<file path="src/rtl/sinc3_pkg.sv">
package sinc3_pkg;
  localparam int CODE_W      = 12;
  localparam int CODE_LO     = 19;
  localparam int CODE_HI     = 2000;
  localparam int CODE_DEF    = 65;
  localparam int STAGES      = 3;
  localparam int SETTLE_SYNC = 3;
  localparam int SETTLE_FREE = 4;
  localparam int BG_DIV      = 6;
  localparam int LEFT_W      = 3;
  localparam int SLOT_W      = 3;

  // limit a raw rate code to the supported window
  function automatic logic [CODE_W-1:0] clamp_code(input logic [CODE_W-1:0] c);
    if (int'(c) < CODE_LO)      return CODE_W'(CODE_LO);
    else if (int'(c) > CODE_HI) return CODE_W'(CODE_HI);
    else                        return c;
  endfunction

  // bits needed to hold the largest ratio for a given step size
  function automatic int ratio_bits(input int step);
    return $clog2(CODE_HI * step + 1);
  endfunction
endpackage

</file>
<file path="src/rtl/sinc3_rate_ctrl.sv">
module sinc3_rate_ctrl
  import sinc3_pkg::*;
#(
  parameter int STEP_CYCLES = 512,
  parameter int RATIO_W     = ratio_bits(STEP_CYCLES)
) (
  input  logic               clk,
  input  logic               rst,
  input  logic               restart,
  input  logic [CODE_W-1:0]  code_in,
  output logic               word_stb,
  output logic               ratio_chg,
  output logic [RATIO_W-1:0] ratio_act
);
  localparam logic [RATIO_W-1:0] RATIO_DEF = RATIO_W'(CODE_DEF * STEP_CYCLES);

  logic [RATIO_W-1:0] cnt_q;
  logic [RATIO_W-1:0] ratio_q;
  logic [RATIO_W-1:0] ratio_req;

  always_comb begin
    ratio_req = RATIO_W'(32'(clamp_code(code_in)) * 32'(STEP_CYCLES));
  end

  assign word_stb  = !restart && (cnt_q == ratio_q - RATIO_W'(1));
  assign ratio_chg = word_stb && (ratio_req != ratio_q);
  assign ratio_act = ratio_q;

  always_ff @(posedge clk) begin
    if (rst) begin
      cnt_q   <= '0;
      ratio_q <= RATIO_DEF;
    end else if (restart) begin
      cnt_q   <= '0;
      ratio_q <= ratio_req;
    end else if (word_stb) begin
      cnt_q   <= '0;
      ratio_q <= ratio_req;
    end else begin
      cnt_q   <= cnt_q + RATIO_W'(1);
    end
  end
endmodule

</file>
<file path="src/rtl/sinc3_integ.sv">
module sinc3_integ
  import sinc3_pkg::*;
#(
  parameter int ACC_W = 61
) (
  input  logic             clk,
  input  logic             rst,
  input  logic             clr,
  input  logic             bit_in,
  output logic [ACC_W-1:0] sum_next
);
  logic [ACC_W-1:0] acc_q [STAGES];
  logic [ACC_W-1:0] acc_d [STAGES];

  for (genvar g = 0; g < STAGES; g++) begin : g_stage
    if (g == 0) begin : g_first
      assign acc_d[g] = acc_q[g] + ACC_W'(bit_in);
    end else begin : g_rest
      assign acc_d[g] = acc_q[g] + acc_d[g-1];
    end
    always_ff @(posedge clk) begin
      if (rst || clr) acc_q[g] <= '0;
      else            acc_q[g] <= acc_d[g];
    end
  end

  assign sum_next = acc_d[STAGES-1];
endmodule

</file>
<file path="src/rtl/sinc3_comb.sv">
module sinc3_comb
  import sinc3_pkg::*;
#(
  parameter int ACC_W = 61
) (
  input  logic             clk,
  input  logic             rst,
  input  logic             clr,
  input  logic             stb,
  input  logic [ACC_W-1:0] din,
  output logic [ACC_W-1:0] word_q
);
  logic [ACC_W-1:0] dly_q [STAGES];
  logic [ACC_W-1:0] stg_in [STAGES];
  logic [ACC_W-1:0] dif [STAGES];

  for (genvar g = 0; g < STAGES; g++) begin : g_stage
    if (g == 0) begin : g_first
      assign stg_in[g] = din;
    end else begin : g_rest
      assign stg_in[g] = dif[g-1];
    end
    assign dif[g] = stg_in[g] - dly_q[g];
    always_ff @(posedge clk) begin
      if (rst || clr) dly_q[g] <= '0;
      else if (stb)   dly_q[g] <= stg_in[g];
    end
  end

  always_ff @(posedge clk) begin
    if (rst || clr) word_q <= '0;
    else if (stb)   word_q <= dif[STAGES-1];
  end
endmodule

</file>
<file path="src/rtl/sinc3_settle.sv">
module sinc3_settle
  import sinc3_pkg::*;
(
  input  logic clk,
  input  logic rst,
  input  logic restart,
  input  logic word_stb,
  input  logic ratio_chg,
  input  logic bg_en,
  output logic rdy_q
);
  logic [LEFT_W-1:0] left_q;
  logic [SLOT_W-1:0] slot_q;
  logic              settled;
  logic              slot_open;

  assign settled   = (left_q <= LEFT_W'(1));
  assign slot_open = !bg_en || (slot_q == SLOT_W'(BG_DIV - 1));

  always_ff @(posedge clk) begin
    if (rst || restart) begin
      left_q <= LEFT_W'(SETTLE_SYNC);
      slot_q <= '0;
      rdy_q  <= 1'b0;
    end else begin
      rdy_q <= 1'b0;
      if (word_stb) begin
        slot_q <= (slot_q == SLOT_W'(BG_DIV - 1)) ? '0 : slot_q + SLOT_W'(1);
        if (ratio_chg) begin
          left_q <= LEFT_W'(SETTLE_FREE);
        end else begin
          rdy_q <= settled && slot_open;
          if (left_q != '0) left_q <= left_q - LEFT_W'(1);
        end
      end
    end
  end
endmodule

</file>
<file path="src/rtl/sinc3_decim.sv">
module sinc3_decim
  import sinc3_pkg::*;
#(
  parameter int STEP_CYCLES = 512,
  parameter int RATIO_W     = ratio_bits(STEP_CYCLES),
  parameter int ACC_W       = STAGES * RATIO_W + 1
) (
  input  logic              clk,
  input  logic              rst,
  input  logic              mod_bit,
  input  logic [11:0]       rate_code,
  input  logic              flt_sync,
  input  logic              chan_step,
  input  logic              bg_cal_en,
  output logic [ACC_W-1:0]  word_out,
  output logic              word_rdy
);
  logic               restart;
  logic               word_stb;
  logic               ratio_chg;
  logic [RATIO_W-1:0] ratio_act;
  logic [ACC_W-1:0]   integ_sum;

  assign restart = flt_sync || chan_step;

  sinc3_rate_ctrl #(.STEP_CYCLES(STEP_CYCLES), .RATIO_W(RATIO_W)) u_rate (
    .clk(clk), .rst(rst), .restart(restart), .code_in(rate_code),
    .word_stb(word_stb), .ratio_chg(ratio_chg), .ratio_act(ratio_act)
  );

  sinc3_integ #(.ACC_W(ACC_W)) u_integ (
    .clk(clk), .rst(rst), .clr(restart), .bit_in(mod_bit), .sum_next(integ_sum)
  );

  sinc3_comb #(.ACC_W(ACC_W)) u_comb (
    .clk(clk), .rst(rst), .clr(restart), .stb(word_stb), .din(integ_sum),
    .word_q(word_out)
  );

  sinc3_settle u_settle (
    .clk(clk), .rst(rst), .restart(restart), .word_stb(word_stb),
    .ratio_chg(ratio_chg), .bg_en(bg_cal_en), .rdy_q(word_rdy)
  );
endmodule

</file>
<file path="config.mk">
export PLATFORM = sky130hd
export DESIGN_NAME = sinc3_decim
export DESIGN_NICKNAME = d
export VERILOG_FILES = /design/src/rtl/sinc3_pkg.sv /design/src/rtl/sinc3_rate_ctrl.sv /design/src/rtl/sinc3_integ.sv /design/src/rtl/sinc3_comb.sv /design/src/rtl/sinc3_settle.sv /design/src/rtl/sinc3_decim.sv
export SDC_FILE = /design/constraint.sdc
export NUM_CORES = 1
export LEC_CHECK = 0
export ABC_CLOCK_PERIOD_IN_PS = 21600
export BUFFER_PORTS_ARGS = -buffer_cell sky130_fd_sc_hd__buf_2
export CAP_MARGIN = 0
export CELL_PAD_IN_SITES_DETAIL_PLACEMENT = 0
export CELL_PAD_IN_SITES_GLOBAL_PLACEMENT = 1
export CORE_ASPECT_RATIO = 0.5
export CORE_MARGIN = 1.5
export CORE_UTILIZATION = 45
export CTS_BUF_LIST = sky130_fd_sc_hd__clkbuf_4
export CTS_CLUSTER_SIZE = 10
export DETAILED_ROUTE_END_ITERATION = 10
export PLACE_DENSITY_LB_ADDON = 0.2
export REMOVE_ABC_BUFFERS = 1
export SLEW_MARGIN = 20
export SYNTH_ARGS = -nofsm -noshare
export SYNTH_HDL_FRONTEND = slang
export SYNTH_SLANG_ARGS = --single-unit
</file>
<file path="constraint.sdc">
create_clock -name clk -period 21.6 [get_ports clk]
set_input_delay 6.48 -clock clk [delete_from_list [all_inputs] [get_ports clk]]
set_output_delay 6.48 -clock clk [all_outputs]
set_load 0.005 [all_outputs]
</file>
Word-level counts from Yosys, hierarchy flattened --
Memory sizes are Yosys's and may differ from the RTL's. Index checks and enable logic that the tools add are counted.
Storage, ports and cells: bits in registers 99, memories 2, RAM bits 366, output and inout port bits 62
Memory list:
- u_comb.dly_q | depth 3, width 61, read ports 3, clocked after Yosys merged registers in 0, write ports 3, RTL line sinc3_comb.sv:13 | logic [ACC_W-1:0] dly_q [STAGES];
- u_integ.acc_q | depth 3, width 61, read ports 3, clocked after Yosys merged registers in 0, write ports 3, RTL line sinc3_integ.sv:12 | logic [ACC_W-1:0] acc_q [STAGES];
Operators by class: add/subtract/negate cells 10, muxes and demuxes 19, bitwise gates (word level) 7, reductions and logical operators 14, magnitude comparators 3, equal/unequal tests 3
Operators by type and width (number):
- two-way mux 61 bit | 6
- subtractor 61 bit | 3
- adder 61 bit | 2
- adder 61 x 1 -> 61 bit | 1
- two-way mux 20 bit | 2
- two-way mux 11 bit | 2
- adder 20 x 1 -> 20 bit (second input constant) | 1
- == test 20 bit | 1
- subtractor 20 x 1 -> 20 bit (second input constant) | 1
- > comparator 12 x 11 -> 1 bit (second input constant) | 1
- less-than comparator 12 x 5 -> 1 bit (second input constant) | 1
- != test 11 bit | 1
- two-way mux 3 bit | 3
- two-way mux 1 bit | 6
- bitwise OR 1 bit | 6
- OR reduction 3 bit | 2
- nonzero test 2 bit | 2
- adder 3 x 1 -> 3 bit (second input constant) | 1
- == test 3 bit (second input constant) | 1
- <= comparator 3 x 1 -> 1 bit (second input constant) | 1
- logical AND 1 bit | 3
- logical OR 1 bit | 3
- nonzero test 3 bit | 1
- subtractor 3 x 1 -> 3 bit (second input constant) | 1
- other kinds (3) | 4

Longest topological paths before layout --
Gate-level depths: netlist of the first run.
depth after elaboration 7, depth in mapped cells 65, mapped depth without buffers 64

By module --
From an unflattened synthesis of the first run, not the netlist that was laid out.
Second synthesis, totals: cells, all modules 4240, area total of the unflattened synthesis 35888.2 um^2
Modules (own cells, without submodules):
- sinc3_comb | cells an instance 2262, area an instance 19645.1 um^2, times used 1
- sinc3_integ | cells an instance 1678, area an instance 13690.6 um^2, times used 1
- sinc3_rate_ctrl | cells an instance 260, area an instance 2173.3 um^2, times used 1
- sinc3_settle | cells an instance 39, area an instance 372.9 um^2, times used 1
- sinc3_decim | cells an instance 1, area an instance 6.3 um^2, times used 1

Worst setup path before layout of the first run --
OpenSTA, ideal clock, no wires.
path kind input-to-reg, start input mod_bit, end register u_comb.word_q[54], cell stages on the path 57, data arrival time 17.158 ns, slack 4.367 ns, path through ha_1 nand3_1 or3_1 nor2_1 nand3_1 xnor2_1 ha_1 nand3_1 or3_1 o21a_1 nand2_1 and2_1 nor2_1 ha_1 nand2_1 o21ai_0 a41oi_1 a31o_2 (+21 left out) a21oi_1 o31ai_1 a221o_1 a21o_1 a21o_1 a41oi_1 o31ai_1 a21oi_1 xnor2_1 ha_1 clkbuf_1 nand3_1 or2_2 o31a_1 o41ai_1 nand2_1 mux2_2 o22ai_1
RTL lines:
- from (decl) | RTL line sinc3_decim.sv:10 | input logic mod_bit,
- to (signal assigned) | RTL line sinc3_comb.sv:32 | else if (stb) word_q <= dif[STAGES-1];
- to (decl) | RTL line sinc3_comb.sv:11 | output logic [ACC_W-1:0] word_q

==> run metrics, run 1 <==
status=complete, no violations; most frequent cell after synthesis=a21oi_1; final-report max-slew violation count=0; synthesized flop and latch total=465; crit path launch type=input pin; Post-synth EDFFs=approximately 180; Internal Dissipation=between 1.5 and 2 mW; drt drc=0; synth unique cells=85; worst vdd ir=32.2 uV; cell area power density=between 50 and 60 nW/um^2; first-pass GRT wire length=approximately 140 mm; CTS Sinks=465; sequential area share after synthesis=roughly a third; final setup TNS=0 ns; Post-synth ARST share=0%; Avg WL per Cell=16.3 microns; max incr delay on CP=0.83 ns; crit path max fanout=8; CTS H-tree lvls=3; leakage=17.1 nW; Die X=394 microns; Final Hold Fails=0; HP Class=reg2reg; final wirelength=86.8 mm; Post-Synthesis Cells=~4.2k; most used cell, CP=a21o_1; core area=75400 sq um; top cells by area, synth=dfxtp_1 (16%), edfxtp_1 (16%), ha_1 (11%); sw frac=32.5%; number of synthesis warnings=0; # IOs=80; CP Class=in2reg; Post-Syn Area per Cell=8.27 sq um; total of max-cap violations=0; post-layout util=49.2%; Required @ worst endpoint=22.50 ns; vias in the first global route=27.0k; Root Driver=clkbuf_4; Mapped Area=~34000 sq um; Post-synth top flop=dfxtp_1; endpoints failing setup=0; post-CTS sizing=0; Setup crit end kind=flip-flop; mux cell area share after synthesis=0.385%; Worst-path clk slew=0.07 ns; routed via count=28.5k; layout cells sized above 1=7.20%; CTS Hold Bufs=0; Initial Utilization=45.7%; Final ANT Viol Nets=0; drt initial violations=1890; Worst-Skew Late Latency=between 0.9 and 1 ns; initial antenna violation count=4; Gate power share=25.1%; die area=78300 sq um; Port Buffer Count=79; fin crit share=between 80% and 90%; Die Y=199 microns; final cell count without fillers=5336; FP Rows=around 70; Slew Limit Headroom=33.3%; largest family of logic cells by synthesized area=compound AO/OA/AOI/OAI gates; fin crit period=around 18 ns; HPWL after DPL=65.3 mm; Synth Area in XOR/XNOR=9.49%; CTS tree=built; largest net degree at the start of global routing=189; Post-Synth Simple-Gate Area=19.9%; Sequential Power Share=41.7%; area leader, netlist=dfxtp_1; Least-Margin Pin Slew=0.998 ns; FMAX=55.3 MHz; Global Route Usage Sum=22.0%; clock buffer depth=3; drt first pass iters=5; post-synth top area share=16.4%; total power=2.23 mW; routed vias/inst=5.35; RSZ-0062 raised after global routing=no; gr ovfl total=0; Adder-Cell Fraction of Synth Area=a little under an eighth; TritonCTS buffer count=113; crit path DAT=18.99 ns; Final nets=~4.6k; postcts setup bufs=0; compound-cell area share of the yosys netlist=20.8%; reg2reg setup slack=8.75 ns; GPL Wtd Cong=0.901; Area growth syn-to-layout=7.78%; CP max stage cell=o41ai_1; DP Cell Count=5130; synth cell count leaders=a21oi_1 (366), inv_1 (358), nor2_1 (348); clock share of power=33.2%; net switching power=0.723 mW; Final Skew=0.0571 ns
cells in the final DEF, fill, tap and decap left out, drive strengths merged, types with 56 or more instances in the layout:
cell / n
a21oi: 366
and3: 122
o21bai: 73
nor2: 348
edfxtp: 183
buf: 90
a21o: 213
and2: 197
nor3: 63
ha: 310
xor2: 142
o21ai: 185
inv: 358
clkbuf: 165
xnor2: 225
nand2: 343
dfxtp: 282
nand3: 100
nand4: 56
logic make-up (layout without fill, tap and decap cells):
kind of cell               Yosys count  in the layout
and+or+nand+nor                   1381           1381
AOI/OAI and AO/OA                 1117           1117
DFF                                465            465
muxes                               13             13
adders and majority gates          315            315
other                                0              8
buffers and inverters              504            646
xor gates and xnor gates           369            369
worst max-delay path, delay by kind of cell:
family | cells | cell delay (ns)
buf+inv | 2 | 0.18
fa+ha+maj | 6 | 2.09
simple gates | 6 | 1.53
xor+xnor | 5 | 1.24
mux | 1 | 0.31
compound gates | 35 | 7.13
sequential cells by signal, indices dropped and copies added, names as in the netlist:
| signal | count |
|---|---|
| u_comb.dly_q | 183 |
| u_comb.word_q | 61 |
| u_integ.acc_q | 183 |
| u_rate.cnt_q | 20 |
| u_rate.ratio_act | 11 |
| u_settle.left_q | 3 |
| u_settle.rdy_q | 1 |
| u_settle.slot_q | 3 |
per-stage QoR:
step	cell area, sq um	hold WS [ns]	worst slack, ns
2_1_floorplan	33900	0.418	3.98
3_3_place_gp	35700	0.428	2.72
3_5_place_dp	35700	0.436	2.55
4_1_cts	37100	0.450	3.65
5_1_grt	37100	0.462	2.53
6_report	37100	0.447	3.52
per-layer routing:
metal	up-vias	GRT usage, %	wire length, microns
li1	14800	-	-
met1	13000	34.7	49000
met2	544	30.1	32400
met3	113	4.25	3900
met4	0	5.25	1450
met5	-	0	0
power by group through the flow:
stage | logic, mW | clock network [mW] | registers [mW]
2_1_floorplan | 0.423 | 0 | 0.949
3_3_place_gp | 0.552 | 0 | 0.948
3_5_place_dp | 0.554 | 0 | 0.949
4_1_cts | 0.556 | 0.769 | 0.929
5_1_grt | 0.626 | 0.812 | 0.930
6_report | 0.559 | 0.739 | 0.929
worst paths after layout:
kind                                     endpoint           startpoint  cells after the start
worst max-delay path            u_comb.word_q[54]              mod_bit                     55
worst min-delay path            u_comb.word_q[23]    u_comb.word_q[23]                      2
worst max register to register  u_comb.word_q[54]  u_integ.acc_q[0][2]                     54
worst min register to register  u_comb.word_q[23]    u_comb.word_q[23]                      2
area by class of cell:
class	count	area, sq um
fill	7395	38300
timing repair buffer	90	490
inverter	358	1350
clock buffer	165	1240
clock inverter	33	164
tap	1022	1280
antenna	8	20.0
sequential	465	11100
multi-input combinational	3195	21400
Note: power is estimated with default switching activity, not from simulation.
==> run 2, diff against run 1 <==
--- a/config.mk
+++ b/config.mk
@@ -5,7 +5,7 @@
 export SDC_FILE = /design/constraint.sdc
 export NUM_CORES = 1
 export LEC_CHECK = 0
-export ABC_CLOCK_PERIOD_IN_PS = 21600
+export ABC_CLOCK_PERIOD_IN_PS = 17700
 export BUFFER_PORTS_ARGS = -buffer_cell sky130_fd_sc_hd__buf_2
 export CAP_MARGIN = 0
 export CELL_PAD_IN_SITES_DETAIL_PLACEMENT = 0
==> constraint.sdc (replaced) <==
create_clock -name clk -period 17.7 [get_ports clk]
set_input_delay 5.31 -clock clk [delete_from_list [all_inputs] [get_ports clk]]
set_output_delay 5.31 -clock clk [all_outputs]
set_load 0.005 [all_outputs]
==> run 2 against run 1 <==
Compared with the run above: worst setup slack got worse by 2.2 ns; register-to-register slack got worse by 3.5 ns; non-clock buffer count up 41; combinational power grew 22%; sequential share of layout area fell by 0.34 points; sequential power is 22% higher; die area did not move; worst hold slack barely moved; critical path depth up 4; critical endpoint is now u_comb.word_q[60]; highest routed layer unchanged.
==> run metrics, run 2 (synthesis gave the netlist of run 1 again) <==
status=complete, no violations; GPL Wtd Cong=0.883 (-2.0%); fin crit share=92.8%; HPWL after DPL=66.2 mm (+1.3%); FMAX=60.9 MHz; Slew Limit Headroom=27.8% (-5.5 points); core area=75400 sq um (unchanged); worst setup path start=mod_bit; HP Class=reg2reg; Global Route Usage Sum=22.3% (+0.23 points); layout cells sized above 1=8.23% (+1.0 points); initial antenna violation count=3 (-1); Final nets=4600 (+0.97%); TritonCTS buffer count=116 (+2.7%); drt initial violations=1982 (+4.9%); Required @ worst endpoint=18.58 ns (-3.92 ns); Final Hold Fails=0 (unchanged); Worst-path clk slew=0.07 ns (about the same); total of max-cap violations=0 (unchanged); leakage=17.3 nW (+1.5%); Setup crit end kind=flip-flop; Worst R2R Start=u_integ.acc_q[0][2]; Final Skew=0.0680 ns (+0.0109 ns); worst reg2reg path endpoint=u_comb.word_q[60]; first-pass GRT wire length=143 mm (+0.84%); placed cell areas=36000 sq um (+0.83%); CTS Hold Bufs=0 (unchanged); CP Class=in2reg; vias in the first global route=27.1k (+0.51%); max incr delay on CP=0.49 ns (-0.34 ns); final instance area=37500 sq um (+1.1%); crit path max fanout=8 (unchanged); final wirelength=88.0 mm (+1.4%); crit path launch type=input pin; commonest cells after routing, fill and taps aside=a21oi_1 (366), inv_1 (357), nor2_1 (347); crit path DAT=17.31 ns (-1.68 ns); post-CTS sizing=0 (unchanged); CTS Sinks=465 (unchanged); largest net degree at the start of global routing=147 (-22%); gr ovfl total=0 (unchanged); clock buffer depth=3 (unchanged); reg2reg setup slack=5.28 ns (-3.47 ns); Worst-Skew Late Latency=1.02 ns (+0.03 ns); worst vdd ir=45.6 uV (+42%); CTS tree=built; final setup TNS=0 ns (unchanged); Worst Min Path Start=u_comb.word_q[59]; final-report max-slew violation count=0 (unchanged); Layout fillers=7398 (+0.041%); Die Y=199 microns (unchanged); hold depth=2 (unchanged); drt drc=0 (unchanged); Least-Margin Pin Slew=1.08 ns (+0.0843 ns); routed via count=28.9k (+1.2%); routed vias/inst=5.35 (+0.15%); Final ANT Viol Nets=0 (unchanged); endpoints failing setup=0 (unchanged); Root Driver=clkbuf_4; R2R depth=58 (+7.4%); Initial Utilization=45.7% (unchanged); FP Rows=71 (unchanged); CP max stage cell=a221oi_1; Largest regs=u_comb.dly_q: 183 flops, u_integ.acc_q: 183 flops, u_comb.word_q: 61 flops; RSZ-0062 raised after global routing=no; commonest non-fill, non-tap cell in the layout=a21oi_1; Worst Hold End=u_comb.word_q[59]; Area growth syn-to-layout=9.01%; drt first pass iters=5 (unchanged); CTS H-tree lvls=3 (unchanged); # IOs=80 (unchanged); fin crit period=16.43 ns; Die X=394 microns (unchanged); Avg WL per Cell=16.3 microns (+0.35%); Port Buffer Count=79 (unchanged); cell area power density=74.0 nW/um^2 (+23%); die area=78300 sq um (unchanged); postcts setup bufs=0 (unchanged)
[run 2: changes by cell type in the layout (fill, tap and decap cells not counted)]
| cell | change |
|---|---|
| diode_2 | -2 |
| clkinv_1 | +9 |
| bufinv_16 | +2 |
| clkinvlp_4 | -1 |
| clkinv_2 | +2 |
| buf_4 | +42 |
| buf_12 | -1 |
| clkbuf_4 | +5 |
[run 2: cell type report]
cell class	instances	area [sq um]	share of cell area [%]
Sequential cell	465	11100	29.7
Multi-Input combinational cell	3195	21400	57.1
Inverter	358	1350	3.60
Antenna cell	6	15.0	0.0400
Tap cell	1022	1280	3.41
Timing Repair Buffer	131	786	2.09
Clock inverter	45	260	0.693
Clock buffer	170	1280	3.40
[run 2: per-layer routing]
layer / vias to the layer above / track usage [%] / share of wire (%)
met5: - / 0 / 0
met4: 0 / 5.36 / 1.4
met3: 99 / 3.74 / 4.3
met2: 564 / 30.5 / 38
met1: 13300 / 35.3 / 57
li1: 14900 / - / -
[run 2: worst max-delay path by stage]
stage / endpoint / slack [ns] / cells after the start
after floorplan: u_comb.word_q[51] / 1.25 / 4
after global placement: u_comb.word_q[60] / 0.52 / 59
after detailed placement: u_comb.word_q[60] / 0.38 / 55
after CTS: u_comb.word_q[60] / 1.47 / 55
after global routing: u_comb.word_q[60] / 0.25 / 60
final: u_comb.word_q[60] / 1.27 / 59
[run 2: where the power goes]
group / switching (mW) / internal [mW]
registers: 0.00756 / 1.13
logic: 0.411 / 0.271
clock network: 0.478 / 0.484
total: 0.897 / 1.88
[run 2: worst max-delay path: cells and delay by family]
family / cells / cell delay [ns]
multiplexers: 1 / 0.11
adder cells (fa/ha/maj): 6 / 2.11
XOR/XNOR: 5 / 0.97
AO/OA/AOI/OAI: 27 / 5.22
AND/OR/NAND/NOR: 16 / 3.16
buffers and inverters: 4 / 0.44
[run 2: through the flow]
stage          utilization [%]  setup WS, ns  hold WS [ns]  total power [mW]  instances
2_1_floorplan                -          1.25         0.418              1.67       4018
5_1_grt                   49.8         0.249         0.474              2.95       5391
6_report                  49.8          1.27         0.446              2.78       5392
3_3_place_gp              47.7         0.517         0.425              1.83       5171
3_5_place_dp              47.7         0.378         0.436              1.83       5171
4_1_cts                   49.8          1.47         0.449              2.81       5386
